File: config.mk
export PLATFORM = sky130hd
export DESIGN_NAME = opu_core
export DESIGN_NICKNAME = d
export VERILOG_FILES = /design/src/rtl/opu_pkg.sv /design/src/rtl/opu_decode.sv /design/src/rtl/opu_alu.sv /design/src/rtl/opu_flags.sv /design/src/rtl/opu_core.sv
export SDC_FILE = /design/constraint.sdc
export NUM_CORES = 1
export LEC_CHECK = 0
export CAP_MARGIN = 20
export CORE_ASPECT_RATIO = 1.25
export CORE_MARGIN = 2
export CORE_UTILIZATION = 30
export CTS_CLUSTER_DIAMETER = 30
export DETAILED_ROUTE_END_ITERATION = 10
export PLACE_DENSITY_LB_ADDON = 0.25
export SYNTH_ARGS = -nofsm -noshare
export SYNTH_HDL_FRONTEND = slang
export SYNTH_SLANG_ARGS = --single-unit
File: constraint.sdc
create_clock -name clk -period 1.4 [get_ports clk]
set_input_delay 0.28 -clock clk [delete_from_list [all_inputs] [get_ports clk]]
set_output_delay 0.28 -clock clk [all_outputs]
set_load 0.05 [all_outputs]
File: src/rtl/opu_pkg.sv
package opu_pkg;

  localparam int INSTR_W = 16;
  localparam int IDX_W   = 3;
  localparam int IMM_W   = 5;

  // operate-group opcodes (instr[15:12])
  localparam logic [3:0] OPC_ADD = 4'b0001;
  localparam logic [3:0] OPC_AND = 4'b0101;
  localparam logic [3:0] OPC_NOT = 4'b1001;

  typedef enum logic [1:0] {
    FN_ADD = 2'd0,
    FN_AND = 2'd1,
    FN_NOT = 2'd2
  } alu_fn_e;

  typedef struct packed {
    logic              legal;
    alu_fn_e           fn;
    logic              use_imm;
    logic [IDX_W-1:0]  dst;
    logic [IMM_W-1:0]  imm;
  } dec_t;

endpackage

File: src/rtl/opu_decode.sv
module opu_decode
  import opu_pkg::*;
(
  input  logic [INSTR_W-1:0] instr,
  output dec_t               dec
);

  localparam int OPC_LSB  = 12;
  localparam int DST_LSB  = 9;
  localparam int MODE_BIT = 5;

  logic [3:0] opc;
  logic       mode_imm;
  logic       reg_pad_ok;
  logic       not_tail_ok;

  assign opc         = instr[OPC_LSB +: 4];
  assign mode_imm    = instr[MODE_BIT];
  assign reg_pad_ok  = (instr[4:3] == 2'b00);
  assign not_tail_ok = (instr[5:0] == 6'b111111);

  always_comb begin
    dec         = '0;
    dec.dst     = instr[DST_LSB +: IDX_W];
    dec.imm     = instr[IMM_W-1:0];
    dec.use_imm = 1'b0;
    dec.fn      = FN_ADD;
    dec.legal   = 1'b0;
    unique case (opc)
      OPC_ADD: begin
        dec.fn      = FN_ADD;
        dec.use_imm = mode_imm;
        dec.legal   = mode_imm || reg_pad_ok;
      end
      OPC_AND: begin
        dec.fn      = FN_AND;
        dec.use_imm = mode_imm;
        dec.legal   = mode_imm || reg_pad_ok;
      end
      OPC_NOT: begin
        dec.fn      = FN_NOT;
        dec.legal   = not_tail_ok;
      end
      default: begin
        dec.legal   = 1'b0;
      end
    endcase
  end

endmodule

File: src/rtl/opu_alu.sv
module opu_alu
  import opu_pkg::*;
#(
  parameter int DATA_W = 16
) (
  input  alu_fn_e           fn,
  input  logic [DATA_W-1:0] opa,
  input  logic [DATA_W-1:0] opb,
  output logic [DATA_W-1:0] res
);

  logic [DATA_W-1:0] sum_v;
  logic [DATA_W-1:0] and_v;
  logic [DATA_W-1:0] inv_v;

  // carry out is dropped by truncation to DATA_W
  assign sum_v = opa + opb;

  for (genvar gi = 0; gi < DATA_W; gi++) begin : g_bit
    assign and_v[gi] = opa[gi] & opb[gi];
    assign inv_v[gi] = ~opa[gi];
  end

  always_comb begin
    unique case (fn)
      FN_ADD:  res = sum_v;
      FN_AND:  res = and_v;
      FN_NOT:  res = inv_v;
      default: res = sum_v;
    endcase
  end

endmodule

File: src/rtl/opu_flags.sv
module opu_flags #(
  parameter int DATA_W = 16
) (
  input  logic              clk,
  input  logic              rst_n,
  input  logic              upd,
  input  logic [DATA_W-1:0] res,
  output logic              flag_n,
  output logic              flag_z,
  output logic              flag_p
);

  logic [2:0] nzp_q;
  logic [2:0] nzp_d;
  logic       is_neg;
  logic       is_zero;

  assign is_neg  = res[DATA_W-1];
  assign is_zero = (res == '0);

  always_comb begin
    nzp_d = nzp_q;
    if (upd) begin
      nzp_d = {is_neg, is_zero, !is_neg && !is_zero};
    end
  end

  always_ff @(posedge clk or negedge rst_n) begin
    if (!rst_n) begin
      nzp_q <= 3'b010;
    end else begin
      nzp_q <= nzp_d;
    end
  end

  assign flag_n = nzp_q[2];
  assign flag_z = nzp_q[1];
  assign flag_p = nzp_q[0];

  p_one_flag_r7: assert property (@(posedge clk) disable iff (!rst_n)
    $countones({flag_n, flag_z, flag_p}) == 1);

  p_hold_r8: assert property (@(posedge clk) disable iff (!rst_n)
    !upd |=> $stable({flag_n, flag_z, flag_p}));

  p_sign_r7: assert property (@(posedge clk) disable iff (!rst_n)
    upd |=> (flag_n == $past(res[DATA_W-1])));

endmodule

File: src/rtl/opu_core.sv
module opu_core
  import opu_pkg::*;
#(
  parameter int DATA_W = 16
) (
  input  logic                clk,
  input  logic                rst_n,
  input  logic                in_valid,
  input  logic [INSTR_W-1:0]  instr,
  input  logic [DATA_W-1:0]   src_a,
  input  logic [DATA_W-1:0]   src_b,
  output logic                wr_en,
  output logic [IDX_W-1:0]    wr_idx,
  output logic [DATA_W-1:0]   wr_data,
  output logic                illegal,
  output logic                flag_n,
  output logic                flag_z,
  output logic                flag_p
);

  localparam int EXT_W = DATA_W - IMM_W;

  // reset: asynchronous assertion, synchronous release
  logic rst_meta_q;
  logic rst_sync_n;

  always_ff @(posedge clk or negedge rst_n) begin
    if (!rst_n) begin
      rst_meta_q <= 1'b0;
      rst_sync_n <= 1'b0;
    end else begin
      rst_meta_q <= 1'b1;
      rst_sync_n <= rst_meta_q;
    end
  end

  dec_t              dec;
  logic [DATA_W-1:0] imm_ext;
  logic [DATA_W-1:0] opb;
  logic [DATA_W-1:0] alu_res;
  logic              do_write;

  opu_decode u_dec (
    .instr (instr),
    .dec   (dec)
  );

  assign imm_ext  = {{EXT_W{dec.imm[IMM_W-1]}}, dec.imm};
  assign opb      = dec.use_imm ? imm_ext : src_b;
  assign do_write = in_valid && dec.legal;

  opu_alu #(.DATA_W(DATA_W)) u_alu (
    .fn  (dec.fn),
    .opa (src_a),
    .opb (opb),
    .res (alu_res)
  );

  opu_flags #(.DATA_W(DATA_W)) u_flags (
    .clk    (clk),
    .rst_n  (rst_sync_n),
    .upd    (do_write),
    .res    (alu_res),
    .flag_n (flag_n),
    .flag_z (flag_z),
    .flag_p (flag_p)
  );

  // output register: next state
  logic              we_d, we_q;
  logic              ill_d, ill_q;
  logic [IDX_W-1:0]  idx_d, idx_q;
  logic [DATA_W-1:0] dat_d, dat_q;

  always_comb begin
    we_d  = do_write;
    ill_d = in_valid && !dec.legal;
    idx_d = idx_q;
    dat_d = dat_q;
    if (do_write) begin
      idx_d = dec.dst;
      dat_d = alu_res;
    end
  end

  always_ff @(posedge clk or negedge rst_sync_n) begin
    if (!rst_sync_n) begin
      we_q  <= 1'b0;
      ill_q <= 1'b0;
      idx_q <= '0;
      dat_q <= '0;
    end else begin
      we_q  <= we_d;
      ill_q <= ill_d;
      idx_q <= idx_d;
      dat_q <= dat_d;
    end
  end

  assign wr_en   = we_q;
  assign illegal = ill_q;
  assign wr_idx  = idx_q;
  assign wr_data = dat_q;

  p_excl_r1: assert property (@(posedge clk) disable iff (!rst_sync_n)
    !(wr_en && illegal));

  p_we_after_valid_r10: assert property (@(posedge clk) disable iff (!rst_sync_n)
    (wr_en || illegal) |-> $past(in_valid));

  p_dst_field_r2: assert property (@(posedge clk) disable iff (!rst_sync_n)
    wr_en |-> (wr_idx == $past(instr[11:9])));

  p_zero_flag_r7: assert property (@(posedge clk) disable iff (!rst_sync_n)
    wr_en |-> (flag_z == (wr_data == '0)));

  p_not_tail_r5: assert property (@(posedge clk) disable iff (!rst_sync_n)
    (in_valid && instr[15:12] == OPC_NOT && instr[5:0] != 6'h3F) |=> (illegal && !wr_en));

  p_reg_pad_r4: assert property (@(posedge clk) disable iff (!rst_sync_n)
    (in_valid && !instr[5] && instr[4:3] != 2'b00) |=> !wr_en);

endmodule

# [After elaboration in Yosys (flattened, before gate mapping)]
# Cells that the tools add are included.
[totals] memories=0 out_inout_bits=24 latch_bits=0 elab_cells=61 reg_bits=26 mem_bits_ro=0 ramBits=0
[classes] n_shift=0 muxes=5 n_reduce_logical=10 bitwise_logic=32 n_lt_le_gt_ge=0 n_div=0 mul=0 eq_ne=6 addsub=1
[op_table] op="$pmux 16 s2" n=1
[op_table] op="$add 16x16->16" n=1
[op_table] op="$and 1x1->1" n=16
[op_table] op="$logic_not 16->1" n=1
[op_table] op="$mux 16" n=1
[op_table] op="$not 1->1" n=16
[op_table] op="$eq 6x6->1 const B" n=1
[op_table] op="$eq 4x1->1 const B" n=1
[op_table] op="$eq 4x3->1 const B" n=1
[op_table] op="$eq 4x4->1 const B" n=1
[op_table] op="$pmux 2 s2" n=1
[op_table] op="$logic_and 1x1->1" n=3
[op_table] op="$logic_not 1->1" n=3
[op_table] op="$eq 2x1->1 const B" n=1
[op_table] op="$eq 2x2->1 const B" n=1
[op_table] op="$logic_not 2->1" n=1
[op_table] op="$pmux 1 s2" n=1
[op_table] op="$reduce_or 2->1" n=1
[op_table] op="$logic_or 1x1->1" n=1
[op_table] op="$mux 1" n=1

# [Depth between registers and ports, before layout]
# Gate-level depths: netlist of the first run.
[logic_depth] ltp_word=9 depth_mapped=16 mapped_depth_nobuf=14

# [Modules after synthesis]
# From an unflattened synthesis of the first run, not the netlist that was laid out.
[unflattened] hier_cells=301 hier_area_um2=2538.7
[modules_own_cells] module="opu_alu" cells_per_inst=191 instances=1 area_per_inst_um2=1178.6
[modules_own_cells] module="opu_core" cells_per_inst=80 instances=1 area_per_inst_um2=1076.0
[modules_own_cells] module="opu_flags" cells_per_inst=14 instances=1 area_per_inst_um2=157.7
[modules_own_cells] module="opu_decode" cells_per_inst=16 instances=1 area_per_inst_um2=126.4

# [Worst setup path before layout of the first run]
# No wires, ideal clock.
[synth_timing] path_type="in2reg" from="in instr[15]" to="reg u_flags.nzp_q[0]" arrival_time_ns=3.389 required_ns=1.265 n_path_buf=0 path_slack_ns=-2.124 path_stages=14 cell_sequence="nor3b_1 > nand2_1 > mux2_2 > ha_1 > fa_1 > a21o_1 > a21oi_2 > xnor2_1 > a2111oi_2 > o2111ai_1 > a2111oi_2 > o21ai_1 > nor4_2 > o31ai_1"
[synth_via] elab_chain_cells=9 word_cells_on_any_way=33 cone_classes="add/sub: 1; eq/ne: 5; mux: 5; bitwise: 16; reduce/logical: 6"
[synth_lines] element="start: declaration" line_no="opu_core.sv:9" text="input logic [INSTR_W-1:0] instr,"
[synth_lines] element="$eq 4x1->1 or $eq 4x3->1 (tied branches)" line_no="opu_decode.sv:29" text="unique case (opc)"
[synth_lines] element="$reduce_or 2->1 (no source line)"
[synth_lines] element="$mux 1" line_no="opu_decode.sv:29"
[synth_lines] element="$mux 16" line_no="opu_core.sv:49" text="assign opb = dec.use_imm ? imm_ext : src_b;"
[synth_lines] element="$add 16x16->16 or $and 1x1->1 (tied branches)" line_no="opu_alu.sv:17, opu_alu.sv:20"
[synth_lines] element="$pmux 16 s2" line_no="opu_alu.sv:25" text="unique case (fn)"
[synth_lines] element="$logic_not 16->1" line_no="opu_flags.sv:19" text="assign is_zero = (res == '0);"
[synth_lines] element="$logic_not 1->1" line_no="opu_flags.sv:24" text="nzp_d = {is_neg, is_zero, !is_neg && !is_zero};"
[synth_lines] element="$logic_and 1x1->1" line_no="opu_flags.sv:24"
[synth_lines] element="end signal: assignment" line_no="opu_flags.sv:32" text="nzp_q <= nzp_d;"
[synth_lines] element="end: declaration" line_no="opu_flags.sv:13" text="logic [2:0] nzp_q;"
# Several ways; a longest one is shown, not always the timed one.
# A chain may end at the register's enable or synchronous reset.

# [Final worst setup path of the first run]
[layout_timing] from="in instr[13]" to="reg u_flags.nzp_q[1]"
[layout_via] elab_chain_cells=7 word_cells_on_any_way=30 cone_classes="add/sub: 1; eq/ne: 5; mux: 5; bitwise: 16; reduce/logical: 3"
[layout_lines] element="$eq 4x1->1 or $eq 4x3->1 (tied branches)" line_no="opu_decode.sv:29"
[layout_lines] element="$reduce_or 2->1 (no source line)"
[layout_lines] element="$mux 1" line_no="opu_decode.sv:29"
[layout_lines] element="$mux 16" line_no="opu_core.sv:49"
[layout_lines] element="$add 16x16->16 or $and 1x1->1 (tied branches)" line_no="opu_alu.sv:17, opu_alu.sv:20"
[layout_lines] element="$pmux 16 s2" line_no="opu_alu.sv:25"
[layout_lines] element="$logic_not 16->1" line_no="opu_flags.sv:19"
# Several ways; a longest one is shown, not always the timed one.

==> results of run 1 <==
==> synthesized netlist by cell type, drive strengths merged, types with 4 or more instances <==
| cell type | number |
|---|---|
| o31ai | 7 |
| dfrtp | 24 |
| a21oi | 22 |
| o21ai | 21 |
| mux2 | 11 |
| a31oi | 7 |
| buf | 6 |
| inv | 9 |
| nor2 | 17 |
| ha | 20 |
| clkbuf | 7 |
| nand2 | 73 |
| a21o | 4 |
| nand2b | 6 |
| nand4 | 4 |
| nand3 | 6 |
| xnor2 | 7 |
==> report_power, final <==
group / switching [W] / internal, W / total [W]
sequential: 0.000219 / 0.000916 / 0.00114
combinational: 0.00146 / 0.00157 / 0.00303
clock: 0.000215 / 0.000199 / 0.000414
total: 0.00189 / 0.00268 / 0.00457
==> through the flow <==
step | TNS (ns) | area (sq um) | utilization
CTS | -20.67 | 4180 | 0.564
global placement | -34.50 | 3930 | 0.530
detailed placement | -35.29 | 3930 | 0.530
global route | -22.60 | 4250 | 0.574
finish | -19.88 | 4250 | 0.574
floorplan | -19.39 | 2360 | -
==> routing by layer <==
layer | vias up | track usage
li1 | 1322 | -
met1 | 1265 | 0.226
met2 | 48 | 0.340
met3 | 4 | 0.00624
met4 | 0 | 0.0513
met5 | - | 0
==> final cells by class <==
type	count	area, sq um
fill	683	3150
multi-input combinational	244	1820
timing repair buffer	155	1600
sequential	25	627
tap	92	115
clock buffer	3	41.3
inverter	9	36.3
clock inverter	1	5.00
==> state kept, by name, summed over array words and instances, names as in the netlist <==
name           count
wr_idx             3
wr_data           16
wr_en              1
illegal            1
rst_sync_n         1
u_flags.nzp_q      2
rst_meta_q         1
==> final timing paths <==
| check | cells after the start | to | start |
|---|---|---|---|
| worst max register to register | 1 | wr_data[9] | wr_data[9] |
| min in group clk | 0 | rst_sync_n | rst_meta_q |
| worst min-delay path | 1 | rst_meta_q | rst_n |
| worst min register to register | 1 | wr_data[2] | rst_sync_n |
| worst max-delay path | 15 | u_flags.nzp_q[1] | instr[13] |
| max in group asynchronous | 1 | u_flags.nzp_q[1] | rst_sync_n |
==> kinds of logic after synthesis <==
| kind of cell | Yosys count | share of synthesized area |
|---|---|---|
| buffers and inverters | 22 | 0.0394 |
| multiplexers | 13 | 0.0629 |
| other | 1 | 0.00164 |
| XOR/XNOR | 10 | 0.0383 |
| AND/OR/NAND/NOR | 123 | 0.242 |
| AO/OA/AOI/OAI | 76 | 0.223 |
| adder cells (fa/ha/maj) | 21 | 0.118 |
| flip-flops | 25 | 0.274 |
==> what timing repair did <==
action | CTS | global route
pin swaps | 29 | 9
buffers inserted | 8 | 2
endpoints found under the setup margin | 23 | 22
gates cloned | 0 | 0
hold buffers | 0 | 0
gates resized for setup | 58 | 13
hold endpoints to repair | 0 | 0
==> worst max-delay path: stages <==
cell       delay (ns)
buf_8            0.10
nor3b_4          0.21
nand2_2          0.11
buf_6            0.13
mux2_4           0.31
ha_4             0.26
a211oi_4         0.26
a211oi_2         0.14
a2111oi_4        0.26
mux2i_1          0.28
o2111ai_1        0.15
a2111oi_2        0.34
o21ai_1          0.14
nor4_2           0.20
a22o_1           0.18
==> impl_metrics.csv, run 1 <==
group,metric,value,unit
run_status,status,"finished, violations left",
run_status,violations,"setup timing",
die,die_w,82.1,microns
logic_synthesis,syn_inst,291,
clocking,cts_num_sinks,25,
global_route,grt_pass1_vias,2624,
final_layout,layout_common_cells,"79 x buf_4, 67 x nand2_1, 38 x clkdlybuf4s50_1, 24 x dfrtp_1, 24 x buf_12",
sta,fmax,318,MHz
critical_path,r2r_slack,0.59,ns
global_route,overflow,0,
power,p_leak,1.98,nW
drt,wirelength,7310,microns
clocking,clock_latency,0.26,ns
global_route,antenna_found_initial,0,
place,gp_congestion,0.908,
power,p_total,0.00457,W
power,peakVddDrop,0.991,mV
drt,routed.top_layer,"met4",
drt,wl_met1,3060,microns
logic_synthesis,netlist_top_cells_area,"dfrtp_1 26%, nand2_1 12%, ha_1 11%",
final_layout,area_delta_synth_final,85.9,%
global_route,grt_pass1_wl,12000,microns
logic_synthesis,synth_seq_cells,25,
drt,dr_wl_met2,3990,microns
logic_synthesis,yosysWarnings,0,
drt,viasPerCell,4.99,
drt,drtPass1Iterations,4,
clocking,clockBufferDepth,2,
die,start_util,0.309,
drt,drtAntennaViolNets,0,
sta,period_share,2.25,
place,portBuffers,71,
die,num_rows,35,
final_layout,instances_no_fill,529,
sta,fin_skew,0.00204,ns
logic_synthesis,synth_top_area_cell,"dfrtp_1",
global_route,grt_max_degree,24,
critical_path,critPathKind,"primary input to register",
sta,rsz0062_at_grt,"yes",
place,hpwl,5870,microns
critical_path,worstPathArrival,3.36,ns
clocking,cts_buffers,3,
clocking,clkSlewWorstSetupHoldPaths,0.08,ns
critical_path,end_kind,"register",
critical_path,worstPathRequired,1.61,ns
power,p_per_area,1080,nW/um^2
sta,holdWs,0.174,ns
sta,hold_viol,0,
logic_synthesis,synth_nets,363,
final_layout,final_common_cell,"buf_4",
clocking,cts_tree,"built",
die,die_h,102,microns
logic_synthesis,synthFlopType,"dfrtp_1",
clocking,ctsRootBufferMaster,"clkbuf_8",
place,placedCellCount,516,
drt,dr.first_iter.drc_count,47,
critical_path,cp_max_fo,4,
logic_synthesis,syn_area,2290,sq um
critical_path,critical_path.startpoint_type,"primary input",
place,dpl_worst_slack,-2.51,ns
sta,setup_slack,-1.74,ns
drt,drc_errors,0,
logic_synthesis,netlist.area_leader.share,0.263,
global_route,track_usage,0.183,
clocking,htreeDepth,1,
logic_synthesis,synth_edf_count,0,
logic_synthesis,async_flop_share,1.00,
sta,setup_viol,21,
final_layout,drive_gt1_frac,0.410,
logic_synthesis,ys_seq_area_frac,0.274,
drt,routedWlPerCell,13.8,microns
logic_synthesis,avgSynthCellArea,7.86,sq um
die,coreArea,7400,sq um
final_layout,finalNetCount,510,
sta,slew_viol_final,0,
run,drv_cap,0,
min_path,hold_path_class,"primary input to async pin",
final_layout,diodes,0,
drt,vias,2639,
die,io_pins,75,
sta,period_minus_slack,3.14,ns
die,die_area,8340,sq um
drt,wl_met3,195,microns
logic_synthesis,yosysUniqueCellTypes,50,
Note: power is estimated with default switching activity, not from simulation.
==> run 2: changes to the inputs <==
--- a/config.mk
+++ b/config.mk
@@ -12,6 +12,7 @@
 export CTS_CLUSTER_DIAMETER = 30
 export DETAILED_ROUTE_END_ITERATION = 10
 export PLACE_DENSITY_LB_ADDON = 0.25
+export SKIP_LAST_GASP = 1
 export SYNTH_ARGS = -nofsm -noshare
 export SYNTH_HDL_FRONTEND = slang
 export SYNTH_SLANG_ARGS = --single-unit
==> run 2 against run 1 <==
The run still ends with setup timing left. Clock skew is 0.0012 ns lower. Die area stayed put. Non-clock buffer count rose by 1. Largest power group unchanged. Highest routed layer unchanged.
==> impl_metrics.csv, run 2 (synthesis gave the netlist of run 1 again) <==
group,metric,value,unit
die,io_pins,75,
global_route,antenna_found_initial,0,
drt,drc_errors,0,
power,p_per_area,1080,nW/um^2
sta,holdWs,0.172,ns
place,hpwl,5870,microns
sta,period_minus_slack,3.15,ns
power,p_leak,1.97,nW
clocking,cts_hold_buf,0,
critical_path,cp_max_fo,4,
min_path,hold_path_class,"primary input to async pin",
final_layout,fill_cells,686,
place,portBuffers,71,
global_route,grt_pass1_vias,2615,
die,die_area,8340,sq um
die,die_w,82.1,microns
sta,fmax,318,MHz
final_layout,drive_gt1_frac,0.409,
drt,viasPerCell,4.97,
critical_path,cp-startpoint,"instr[13]",
drt,drtAntennaViolNets,0,
clocking,cts_buffers,3,
drt,drtPass1Iterations,4,
final_layout,diodes,0,
clocking,cts_num_sinks,25,
final_layout,seq_area,627,sq um
sta,setup_slack,-1.75,ns
global_route,grt_max_degree,24,
run_status,status,"finished, violations left",
final_layout,layout_common_cells,"81 x buf_4, 68 x nand2_1, 38 x clkdlybuf4s50_1, 24 x dfrtp_1, 24 x buf_12",
clocking,clkSlewWorstSetupHoldPaths,0.08,ns
sta,slew_viol_final,0,
critical_path,r2r_slack,0.59,ns
clocking,ctsRootBufferMaster,"clkbuf_8",
critical_path,r2r_cells,1,
drt,vias,2633,
sta,hold_viol,0,
critical_path,rr_startpoint,"wr_data[9]",
final_layout,multi_input_area,1820,sq um
die,start_util,0.309,
global_route,use_met1,0.225,
sta,setup_viol,22,
run,drv_cap,0,
final_layout,largest_reg_flops,16,
sta,fin_skew,0.000847,ns
global_route,overflow,0,
clocking,clockBufferDepth,2,
power,p_total,0.00457,W
global_route,grtUsageMet2,0.337,
drt,dr.first_iter.drc_count,52,
power,peakVddDrop,0.990,mV
critical_path,worstPathArrival,3.36,ns
clocking,htreeDepth,1,
run_status,violations,"setup timing",
place,gp_congestion,0.908,
critical_path,worstPathRequired,1.61,ns
sta,period_share,2.25,
final_layout,finalNetCount,511,
die,die_h,102,microns
global_route,grtUsageMet3,0.00624,
clocking,clock_latency,0.26,ns
sta,fin_tns_setup,-20.45,ns
critical_path,crit_path_end,"u_flags.nzp_q[1]",
drt,routedWlPerCell,13.7,microns
clocking,cts_tree,"built",
final_layout,final_common_cell,"buf_4",
global_route,grt_pass1_wl,12000,microns
critical_path,r2r_end,"wr_data[9]",
global_route,track_usage,0.182,
final_layout,area_delta_synth_final,85.7,%
sta,rsz0062_at_grt,"yes",
critical_path,critPathKind,"primary input to register",
critical_path,critical_path.startpoint_type,"primary input",
die,coreArea,7400,sq um
die,num_rows,35,
global_route,busiest_layer,"met2",
drt,wirelength,7290,microns
critical_path,end_kind,"register",
run 2: power by group:
| group | leakage, nW | total [W] | switching [W] | internal (W) |
|---|---|---|---|---|
| Sequential | 0.308 | 0.00113 | 0.000217 | 0.000916 |
| Clock | 0.0255 | 0.000416 | 0.000217 | 0.000199 |
| Combinational | 1.64 | 0.00302 | 0.00145 | 0.00157 |
| Total | 1.97 | 0.00457 | 0.00189 | 0.00268 |
run 2: what timing repair did:
action                                  CTS  global route
endpoints found under the setup margin   23            22
pin swaps                                27            10
resized for setup                        54            14
setup buffers                             8             3
run 2: cell type report:
| type | count | share of cell area |
|---|---|---|
| clock inverters | 1 | 0.00118 |
| multi-input cells | 244 | 0.428 |
| well taps | 92 | 0.0271 |
| repair buffers | 156 | 0.378 |
| clock buffers | 3 | 0.00973 |
| flip-flops and latches | 25 | 0.148 |
| inverters | 9 | 0.00855 |
run 2: worst min-delay path by stage:
stage,from,endpoint,depth (start not counted)
finish,rst_n,rst_meta_q,1
global route,rst_n,rst_meta_q,1
CTS,rst_n,rst_meta_q,1
detailed placement,rst_sync_n,wr_data[2],1
global placement,rst_sync_n,illegal,1
floorplan,rst_n,rst_meta_q,0
run 2: routing by layer:
layer	routed length (microns)	share of wire
met1	3080	0.42
met2	3940	0.54
met3	197	0.027
met4	74	0.010
met5	0	0
run 2: metrics by stage:
stage	worst slack (ns)	cells	area [sq um]	util
2_1_floorplan	-1.78	291	2360	-
3_3_place_gp	-2.47	516	3930	0.530
3_5_place_dp	-2.51	516	3930	0.530
4_1_cts	-2.05	527	4160	0.563
5_1_grt	-1.92	530	4250	0.574
6_report	-1.75	530	4250	0.574
run 2: worst max-delay path, cell delays in order:
cell	delay (ns)
buf_8	0.10
nor3b_4	0.21
nand2_2	0.11
mux2_2	0.28
ha_2	0.18
fa_2	0.36
a21o_1	0.20
a21oi_2	0.18
xnor2_2	0.10
a2111oi_2	0.32
o2111ai_1	0.18
a2111oi_2	0.34
o21ai_1	0.14
nor4_2	0.20
a22o_1	0.18
